<file path="src/rtl/periph_io_pkg.sv">
// Shared encodings for the peripheral port: command codes, the link
// sequencer states and the layout of the status byte.
package periph_io_pkg;

    typedef enum logic [1:0] {
        CMD_CTRL  = 2'b00,
        CMD_TEST  = 2'b01,
        CMD_READ  = 2'b10,
        CMD_WRITE = 2'b11
    } pio_cmd_e;

    typedef enum logic [1:0] {
        LK_IDLE,
        LK_REQ,
        LK_REL,
        LK_HOLD
    } pio_link_e;

    typedef struct packed {
        logic [2:0] spare;
        logic       irq_pend;
        logic       overrun;
        logic       fault;
        logic       busy;
        logic       ready;
    } pio_status_t;

    localparam int STATUS_W = $bits(pio_status_t);

endpackage

</file>
<file path="src/rtl/pio_cmd_decode.sv">
// Address recognition and command decoding.
// Assumes: one strobe (bus_wr or bus_rd) per cycle; purely combinational.
module pio_cmd_decode
    import periph_io_pkg::*;
#(
    parameter int                ADDR_W   = 8,
    parameter logic [ADDR_W-1:0] DEV_ADDR = '0
) (
    input  logic [ADDR_W-1:0] bus_addr,
    input  logic              bus_wr,
    input  logic              bus_rd,
    input  logic [1:0]        bus_cmd,
    output logic              start_req,
    output logic              test_req,
    output logic              fetch_req,
    output pio_cmd_e          op
);

    logic hit;

    // Match the bus address and split the strobes into requests.
    always_comb begin
        hit       = (bus_addr == DEV_ADDR);
        op        = pio_cmd_e'(bus_cmd);
        test_req  = bus_wr && hit && (op == CMD_TEST);
        start_req = bus_wr && hit && (op != CMD_TEST);
        fetch_req = bus_rd && hit;
    end

endmodule

</file>
<file path="src/rtl/pio_dev_link.sv">
// Device-side sequencer: runs one four-phase request/acknowledge
// exchange per accepted command, holds the request at least MIN_LAT
// cycles, captures read data, and waits in HOLD until read data is fetched.
// Assumes: the device keeps ack high until the request falls.
module pio_dev_link
    import periph_io_pkg::*;
#(
    parameter int DATA_W  = 8,
    parameter int MIN_LAT = 4
) (
    input  logic              clk,
    input  logic              rst_n,
    input  logic              start_req,
    input  pio_cmd_e          op_in,
    input  logic [DATA_W-1:0] wdata_in,
    input  logic              fetch_req,
    input  logic              dev_ack,
    input  logic [DATA_W-1:0] dev_rdata,
    output logic              dev_req,
    output logic [1:0]        dev_op,
    output logic [DATA_W-1:0] dev_wdata,
    output logic [DATA_W-1:0] data_q,
    output logic              busy,
    output logic              read_done
);

    localparam int CNT_W = (MIN_LAT < 2) ? 1 : $clog2(MIN_LAT + 1);

    pio_link_e         state;
    pio_cmd_e          op_q;
    logic [DATA_W-1:0] wd_q;
    logic              lat_met;

    generate
        if (MIN_LAT <= 1) begin : g_no_lat
            assign lat_met = 1'b1;
        end else begin : g_lat
            logic [CNT_W-1:0] hold_cnt;
            // Count cycles spent with the request high, saturating at the limit.
            always_ff @(posedge clk) begin
                if (!rst_n || state != LK_REQ) begin
                    hold_cnt <= CNT_W'(1);
                end else if (!lat_met) begin
                    hold_cnt <= hold_cnt + CNT_W'(1);
                end
            end
            assign lat_met = (hold_cnt >= CNT_W'(MIN_LAT));
        end
    endgenerate

    // Sequence the exchange and capture command and read data.
    always_ff @(posedge clk) begin
        if (!rst_n) begin
            state  <= LK_IDLE;
            op_q   <= CMD_CTRL;
            wd_q   <= '0;
            data_q <= '0;
        end else begin
            unique case (state)
                LK_IDLE: if (start_req) begin
                    state <= LK_REQ;
                    op_q  <= op_in;
                    wd_q  <= wdata_in;
                end
                LK_REQ: if (dev_ack && lat_met) begin
                    state <= LK_REL;
                    if (op_q == CMD_READ) data_q <= dev_rdata;
                end
                LK_REL: if (!dev_ack) begin
                    state <= (op_q == CMD_READ) ? LK_HOLD : LK_IDLE;
                end
                LK_HOLD: if (fetch_req) begin
                    state <= LK_IDLE;
                end
                default: state <= LK_IDLE;
            endcase
        end
    end

    // Drive the device lines and the status strobes from the state.
    always_comb begin
        dev_req   = (state == LK_REQ);
        dev_op    = op_q;
        dev_wdata = wd_q;
        busy      = (state != LK_IDLE);
        read_done = (state == LK_REL) && !dev_ack && (op_q == CMD_READ);
    end

endmodule

</file>
<file path="src/rtl/pio_status_irq.sv">
// Status byte, sticky overrun, fault sampling, interrupt level and the
// registered read-back path.
// Assumes: read_done and fetch_req never coincide (link sequencing).
module pio_status_irq
    import periph_io_pkg::*;
#(
    parameter int DATA_W = 8
) (
    input  logic              clk,
    input  logic              rst_n,
    input  logic              start_req,
    input  logic              test_req,
    input  logic              fetch_req,
    input  logic              irq_ack,
    input  logic              busy,
    input  logic              read_done,
    input  logic [DATA_W-1:0] data_q,
    input  logic              dev_fault,
    output logic              irq,
    output logic [DATA_W-1:0] bus_rdata
);

    pio_status_t status_now;
    logic        overrun;
    logic        fault_q;

    // Assemble the status byte from current state.
    always_comb begin
        status_now          = '0;
        status_now.ready    = !busy;
        status_now.busy     = busy;
        status_now.fault    = fault_q;
        status_now.overrun  = overrun;
        status_now.irq_pend = irq;
    end

    // Keep overrun, fault, interrupt and read-back registers.
    always_ff @(posedge clk) begin
        if (!rst_n) begin
            overrun   <= 1'b0;
            fault_q   <= 1'b0;
            irq       <= 1'b0;
            bus_rdata <= '0;
        end else begin
            fault_q <= dev_fault;
            if (test_req)               overrun <= 1'b0;
            else if (start_req && busy) overrun <= 1'b1;
            if (read_done)                 irq <= 1'b1;
            else if (irq_ack || fetch_req) irq <= 1'b0;
            if (test_req)       bus_rdata <= DATA_W'(status_now);
            else if (fetch_req) bus_rdata <= data_q;
        end
    end

endmodule

</file>
<file path="src/rtl/periph_io_unit.sv">
// Interrupt-driven peripheral port: decodes bus commands at one device
// address, runs device exchanges, reports status and raises an interrupt
// when read data is ready.
// Assumes: DATA_W >= 8 so the status byte fits on bus_rdata.
module periph_io_unit
    import periph_io_pkg::*;
#(
    parameter int                ADDR_W   = 8,
    parameter logic [ADDR_W-1:0] DEV_ADDR = 8'h5A,
    parameter int                DATA_W   = 8,
    parameter int                MIN_LAT  = 4
) (
    input  logic              clk,
    input  logic              rst_n,
    input  logic [ADDR_W-1:0] bus_addr,
    input  logic              bus_wr,
    input  logic [1:0]        bus_cmd,
    input  logic [DATA_W-1:0] bus_wdata,
    input  logic              bus_rd,
    output logic [DATA_W-1:0] bus_rdata,
    output logic              irq,
    input  logic              irq_ack,
    output logic              dev_req,
    output logic [1:0]        dev_op,
    output logic [DATA_W-1:0] dev_wdata,
    input  logic              dev_ack,
    input  logic [DATA_W-1:0] dev_rdata,
    input  logic              dev_fault
);

    logic              start_req, test_req, fetch_req;
    pio_cmd_e          op;
    logic [DATA_W-1:0] data_q;
    logic              busy, read_done;

    pio_cmd_decode #(.ADDR_W(ADDR_W), .DEV_ADDR(DEV_ADDR)) u_dec (
        .bus_addr (bus_addr),
        .bus_wr   (bus_wr),
        .bus_rd   (bus_rd),
        .bus_cmd  (bus_cmd),
        .start_req(start_req),
        .test_req (test_req),
        .fetch_req(fetch_req),
        .op       (op)
    );

    pio_dev_link #(.DATA_W(DATA_W), .MIN_LAT(MIN_LAT)) u_link (
        .clk      (clk),
        .rst_n    (rst_n),
        .start_req(start_req),
        .op_in    (op),
        .wdata_in (bus_wdata),
        .fetch_req(fetch_req),
        .dev_ack  (dev_ack),
        .dev_rdata(dev_rdata),
        .dev_req  (dev_req),
        .dev_op   (dev_op),
        .dev_wdata(dev_wdata),
        .data_q   (data_q),
        .busy     (busy),
        .read_done(read_done)
    );

    pio_status_irq #(.DATA_W(DATA_W)) u_stat (
        .clk      (clk),
        .rst_n    (rst_n),
        .start_req(start_req),
        .test_req (test_req),
        .fetch_req(fetch_req),
        .irq_ack  (irq_ack),
        .busy     (busy),
        .read_done(read_done),
        .data_q   (data_q),
        .dev_fault(dev_fault),
        .irq      (irq),
        .bus_rdata(bus_rdata)
    );

endmodule

</file>
<file path="config.mk">
export PLATFORM = sky130hd
export DESIGN_NAME = periph_io_unit
export DESIGN_NICKNAME = d
export VERILOG_FILES = /design/src/rtl/periph_io_pkg.sv /design/src/rtl/pio_cmd_decode.sv /design/src/rtl/pio_dev_link.sv /design/src/rtl/pio_status_irq.sv /design/src/rtl/periph_io_unit.sv
export SDC_FILE = /design/constraint.sdc
export NUM_CORES = 1
export LEC_CHECK = 0
export BUFFER_PORTS_ARGS = -buffer_cell sky130_fd_sc_hd__buf_4
export CAP_MARGIN = 5
export CORE_UTILIZATION = 50
export DETAILED_ROUTE_END_ITERATION = 16
export PLACE_DENSITY = 0.84
export SYNTH_ARGS = -nofsm -noshare
export SYNTH_HDL_FRONTEND = slang
export SYNTH_SLANG_ARGS = --single-unit
</file>
<file path="constraint.sdc">
create_clock -name clk -period 3.3 [get_ports clk]
set_input_delay 0.33 -clock clk [delete_from_list [all_inputs] [get_ports clk]]
set_output_delay 0.33 -clock clk [all_outputs]
set_load 0.005 [all_outputs]
</file>
After elaboration in Yosys (flattened, before gate mapping)
Index checks and enable logic that the tools add are counted.
{"block": "word_totals", "regBits": 34, "elab_cells": 56, "in_bits": 33, "output_inout_bits": 20}
{"block": "op_classes", "mux": 10, "n_bitwise": 1, "eq_ne": 12, "add_sub_neg": 1, "magnitude_cmp": 1, "reduce_logical": 21}
{"cell": "$mux 2", "count": 5}
{"cell": "$mux 5", "count": 2}
{"cell": "$ne 2x1->1 const B", "count": 5}
{"cell": "$eq 8x7->1 const B", "count": 1}
{"cell": "$logic_and 1x1->1", "count": 8}
{"cell": "$pmux 2 s4", "count": 1}
{"cell": "$eq 2x2->1 const B", "count": 3}
{"cell": "$reduce_bool 2->1", "count": 3}
{"cell": "$eq 2x1->1 const B", "count": 2}
{"cell": "$reduce_and 4->1", "count": 1}
{"cell": "$add 3x1->3 const B", "count": 1}
{"cell": "$ge 3x3->1 const B", "count": 1}
{"cell": "$logic_not 1->1", "count": 3}
{"cell": "$reduce_and 3->1", "count": 1}
{"cell": "$logic_not 2->1", "count": 1}
{"cell": "$logic_or 1x1->1", "count": 2}
{"cell": "$mux 1", "count": 2}
{"cell": "$ne 2x2->1 const B", "count": 1}
{"cell": "$reduce_and 2->1", "count": 1}
{"cell": "$reduce_or 2->1", "count": 1}
{"cell": "$not 1->1", "count": 1}

Longest topological paths before layout
{"block": "depth", "ltp_word": 5, "mapped_depth": 6, "mapped_depth_nobuf": 4}

Cells and area by module
A second synthesis with hierarchy kept.
{"block": "hier_totals", "cells_unflattened": 152, "hier_area_um2": 1547.7}
{"module": "pio_dev_link", "area_per_inst_um2": 999.7, "cells_each": 102, "seq_area_each_um2": 460.4, "instances": 1}
{"module": "pio_status_irq", "area_per_inst_um2": 467.9, "cells_each": 40, "seq_area_each_um2": 220.2, "instances": 1}
{"module": "pio_cmd_decode", "area_per_inst_um2": 80.1, "cells_each": 10, "seq_area_each_um2": 0.0, "instances": 1}

Worst setup path after synthesis
Ideal clock, no wire load.
{"block": "synth_timing", "path_kind": "input to register", "from": "in bus_addr[7]", "to": "reg u_link.state[1]", "arrival_ns": 1.309, "required_ns": 3.181, "setup_slack_ns": 1.872, "setup_time_ns": 0.119, "path_stages": 4, "path_buffers": 0, "path_cell_list": "and4bb_2 nand3_2 and3_1 o221a_1"}
{"block": "synth_between", "elab_chain_len": 5, "word_cells_on_any_way": 7, "cone_classes": "3 x eq/ne; 4 x reduce/logical"}
{"element": "from (decl)", "line": "periph_io_unit.sv:15", "text": "input logic [ADDR_W-1:0] bus_addr,"}
{"element": "$eq 8x7->1 (*)", "line": "pio_cmd_decode.sv:23", "text": "hit = (bus_addr == DEV_ADDR);"}
{"element": "$logic_and 1x1->1 (2 in series)", "line": "pio_cmd_decode.sv:26", "text": "start_req = bus_wr && hit && (op != CMD_TEST);"}
{"element": "$ne 2x1->1 (no line)"}
{"element": "$reduce_and 4->1 (no line) (*)"}
{"element": "to (signal assigned)", "line": "pio_dev_link.sv:70", "text": "state <= (op_q == CMD_READ) ? LK_HOLD : LK_IDLE;"}
{"element": "to (decl)", "line": "pio_dev_link.sv:29", "text": "pio_link_e state;"}
Mark *: on every way between the ends. The rest lies on a longest branch, timed or not.
A chain may end at the register's enable or synchronous reset.

Worst setup path in the final report
{"block": "layout_timing", "from": "reg u_link.state[1]", "to": "out dev_req"}
{"block": "layout_between", "elab_chain_len": 1}
{"element": "$eq 2x1->1", "line": "pio_dev_link.sv:82", "text": "dev_req = (state == LK_REQ);"}
{"element": "to (decl)", "line": "periph_io_unit.sv:23", "text": "output logic dev_req,"}
No other way between the ends.

==> impl_metrics.json <==
{
  "slew_headroom_pct": 63.5,
  "layout_setup_ws_ns": 1.70,
  "synthCells": 166,
  "cpPeakStageDelay_ns": 0.51,
  "r2r-end": "u_link.data_q[4]",
  "met3_usage_pct": 5.44,
  "switching_power_w": 0.000162,
  "power.share.switching_pct": 22.9,
  "combPwrFrac_pct": 7.5,
  "slowest_stage": "dfxtp_1",
  "cts_max_level": 2,
  "busiest_layer": "met2",
  "worst_pin_slew_ns": 0.547,
  "critical_path_buf_inv_count": 2,
  "viasPerCell": 5.54,
  "timing.fmax_mhz": 623,
  "r2r-start": "u_link.state[0]",
  "use_met2_pct": 41.5,
  "place_ws_ns": 1.47,
  "synth_top_area_share_pct": 44.6,
  "wl_per_cell_um": 14.4,
  "cts_buffers": 5,
  "hp-start": "dev_fault",
  "vias": 1368,
  "die_area_mm2": 0.00328,
  "yosysUniqueCellTypes": 30,
  "start_kind": "flip-flop",
  "async_flop_share_pct": 0,
  "grt_start_max_net_pins": 31,
  "cap_violations": 0,
  "fillerInstances": 241,
  "num_antenna_cells": 0,
  "path_clk_slew_ns": 0.10,
  "worstHoldPathType": "input pin to flip-flop",
  "grt_pass1_wl_um": 6020,
  "yosysMostFrequentCell": "dfxtp_1",
  "synthesis.nets": 201,
  "r2r_cells": 4,
  "routed_wl_um": 3560,
  "met1_usage_pct": 27.8,
  "crit_chain": "nand2b_4 > inv_1 > buf_4",
  "postRouteAntennaNets": 0,
  "syn_area_mm2": 0.00153,
  "yosysTopAreaCell": "dfxtp_1",
  "holdPathEnd": "u_stat.fault_q",
  "port_buffers": 52,
  "leakage_nw": 0.830,
  "drv_slew": 0,
  "hold_violations": 0,
  "routabilityCongestion": 0.843,
  "ys_warn_count": 0,
  "reg2reg_slack_ns": 1.70,
  "setup_viol": 0,
  "cts-root-buf": "clkbuf_4",
  "fin_tns_setup_ns": 0,
  "path_delay_family": "flip-flops",
  "layout-drive-gt1-share_pct": 30.6,
  "grt_remaining_overflow": 0,
  "peakVddDrop_v": 0.000258,
  "seq_area_frac_synth_pct": 44.6,
  "synth_edf_count": 0,
  "status": "finished with violations",
  "fin_skew_ns": 0.0136,
  "cts_resized": 0,
  "clk_path_buf_depth": 2,
  "drtIter0Drc": 44,
  "powerDensity_mw_per_mm2": 359,
  "fin_crit_sh_pct": 48.6,
  "num_rows": 19,
  "cp-end-kind": "output port",
  "crit_arrival_ns": 1.27,
  "io_pins": 53,
  "worstPathRequired_ns": 2.97,
  "clockPowerShare_pct": 34.4,
  "synth_top_cells_by_area": "dfxtp_1 45%, mux2i_1 9.2%, o21ai_0 5.9%",
  "power_frac_seq_pct": 58.1,
  "clk_latency_ns": 0.34,
  "grt_use_total_pct": 23.8,
  "start_util_pct": 53.9,
  "core_mm2": 0.00283,
  "grt_pass1_vias": 1447,
  "hold_buffers": 0,
  "whs_ns": 0.192,
  "tritoncts": "yes",
  "critical_path_class": "flip-flop to output port",
  "p_int_w": 0.000545,
  "dp_hpwl_um": 2600,
  "cts_setup_buffers": 0,
  "rsz0062_at_grt": "no",
  "ys.flop_type": "dfxtp_1",
  "area_delta_synth_final_pct": 29.2,
  "period_needed_ns": 1.60,
  "fp.dieW_um": 57.2,
  "crit_fanout": 10,
  "clock-sinks": 34,
  "drcViolationCount": 3,
  "failed_checks": "design-rule violations",
  "die-height_um": 57.2,
  "antenna_found_initial": 0,
  "hold_depth": 2,
  "synth_common_cells": "34 x dfxtp_1, 18 x o21ai_0, 16 x nand3_1, 14 x mux2i_1, 11 x nor2b_1",
  "final_nets": 250,
  "synth.avg_cell_area_um2": 9.19,
  "dr.pass1.iters": 10,
  "synth-seq-cells": 34
}
per-stage QoR:
| stage | instances | util (%) | power [W] | area (um^2) |
|---|---|---|---|---|
| 3_3_place_gp | 239 | 67.5 | 0.000471 | 1910 |
| 4_1_cts | 247 | 69.7 | 0.000713 | 1970 |
| 6_report | 247 | 69.7 | 0.000707 | 1970 |
| 2_1_floorplan | 166 | - | 0.000438 | 1530 |
| 3_5_place_dp | 239 | 67.5 | 0.000474 | 1910 |
| 5_1_grt | 247 | 69.7 | 0.000725 | 1970 |
worst max-delay path by stage:
stage	start	endpoint	slack, ns	cells past startpoint
3_3_place_gp	bus_addr[7]	u_link.state[1]	1.53	5
4_1_cts	u_link.state[0]	u_link.data_q[4]	1.68	4
2_1_floorplan	bus_addr[7]	u_link.state[1]	1.87	4
3_5_place_dp	bus_addr[7]	u_link.state[1]	1.47	5
5_1_grt	u_link.state[0]	u_link.data_q[7]	1.55	4
6_report	u_link.state[1]	dev_req	1.70	3
worst register-to-register path: stages (launching register included):
cell      delay [ns]
dfxtp_1         0.56
nand2b_4        0.11
nor3_4          0.49
mux2i_1         0.28
nor2b_1         0.06
cell usage in the layout (no fill, tap or decap):
cell type,count
a21boi_0,7
a21boi_1,6
a21oi_1,9
a311oi_1,1
a31oi_1,3
a41oi_1,1
and2_1,2
and3_1,2
and4bb_2,2
buf_4,52
clkbuf_1,1
clkbuf_4,5
clkbuf_8,1
clkinv_2,1
dfxtp_1,34
ha_1,2
inv_1,4
mux2i_1,14
nand2_1,7
nand2b_1,3
nand2b_4,1
nand3_1,16
nand3_2,1
nand4_1,1
nor2_1,5
nor2b_1,11
nor3_1,1
nor3_4,1
o21ai_0,18
o221a_1,1
o221a_2,1
or2_2,1
xor2_1,1
routing by layer:
metal | routed length (um) | share of wire (%)
met5 | 0 | 0
met4 | 61 | 1.7
met3 | 205 | 5.8
met2 | 1820 | 51
met1 | 1470 | 41
registers in the layout (all words and copies together) (netlist names):
register and flops:
u_stat.irq 1, u_stat.bus_rdata 8, u_stat.fault_q 1, u_link.dev_op 2, u_link.g_lat.hold_cnt 3, u_link.dev_wdata 8, u_link.state 2, u_link.data_q 8
u_stat.overrun 1
power by group through the flow:
stage / Combinational [W] / Sequential, W / Clock, W
after floorplan: 0.0000173 / 0.000421 / 0
after global placement: 0.0000506 / 0.000421 / 0
after detailed placement: 0.0000530 / 0.000421 / 0
after CTS: 0.0000531 / 0.000411 / 0.000249
after global routing: 0.0000570 / 0.000411 / 0.000257
final: 0.0000530 / 0.000411 / 0.000243
cells by family after synthesis:
| logic type | synth area share, % |
|---|---|
| buffers and inverters | 3.86 |
| XOR/XNOR | 0.574 |
| adder cells (fa/ha/maj) | 1.64 |
| flip-flops | 44.6 |
| multiplexers | 9.19 |
| AO/OA/AOI/OAI | 19.1 |
| AND/OR/NAND/NOR | 21.0 |
layout make-up:
type	instances	area [um^2]	share of cell area [%]
flip-flops and latches	34	681	34.5
well taps	31	38.8	1.97
clock buffers	7	55.1	2.79
multi-input cells	118	786	39.9
clock inverters	1	5.00	0.254
repair buffers	52	390	19.8
inverters	4	15.0	0.762
No activity file was read; power rests on OpenSTA's default activity.
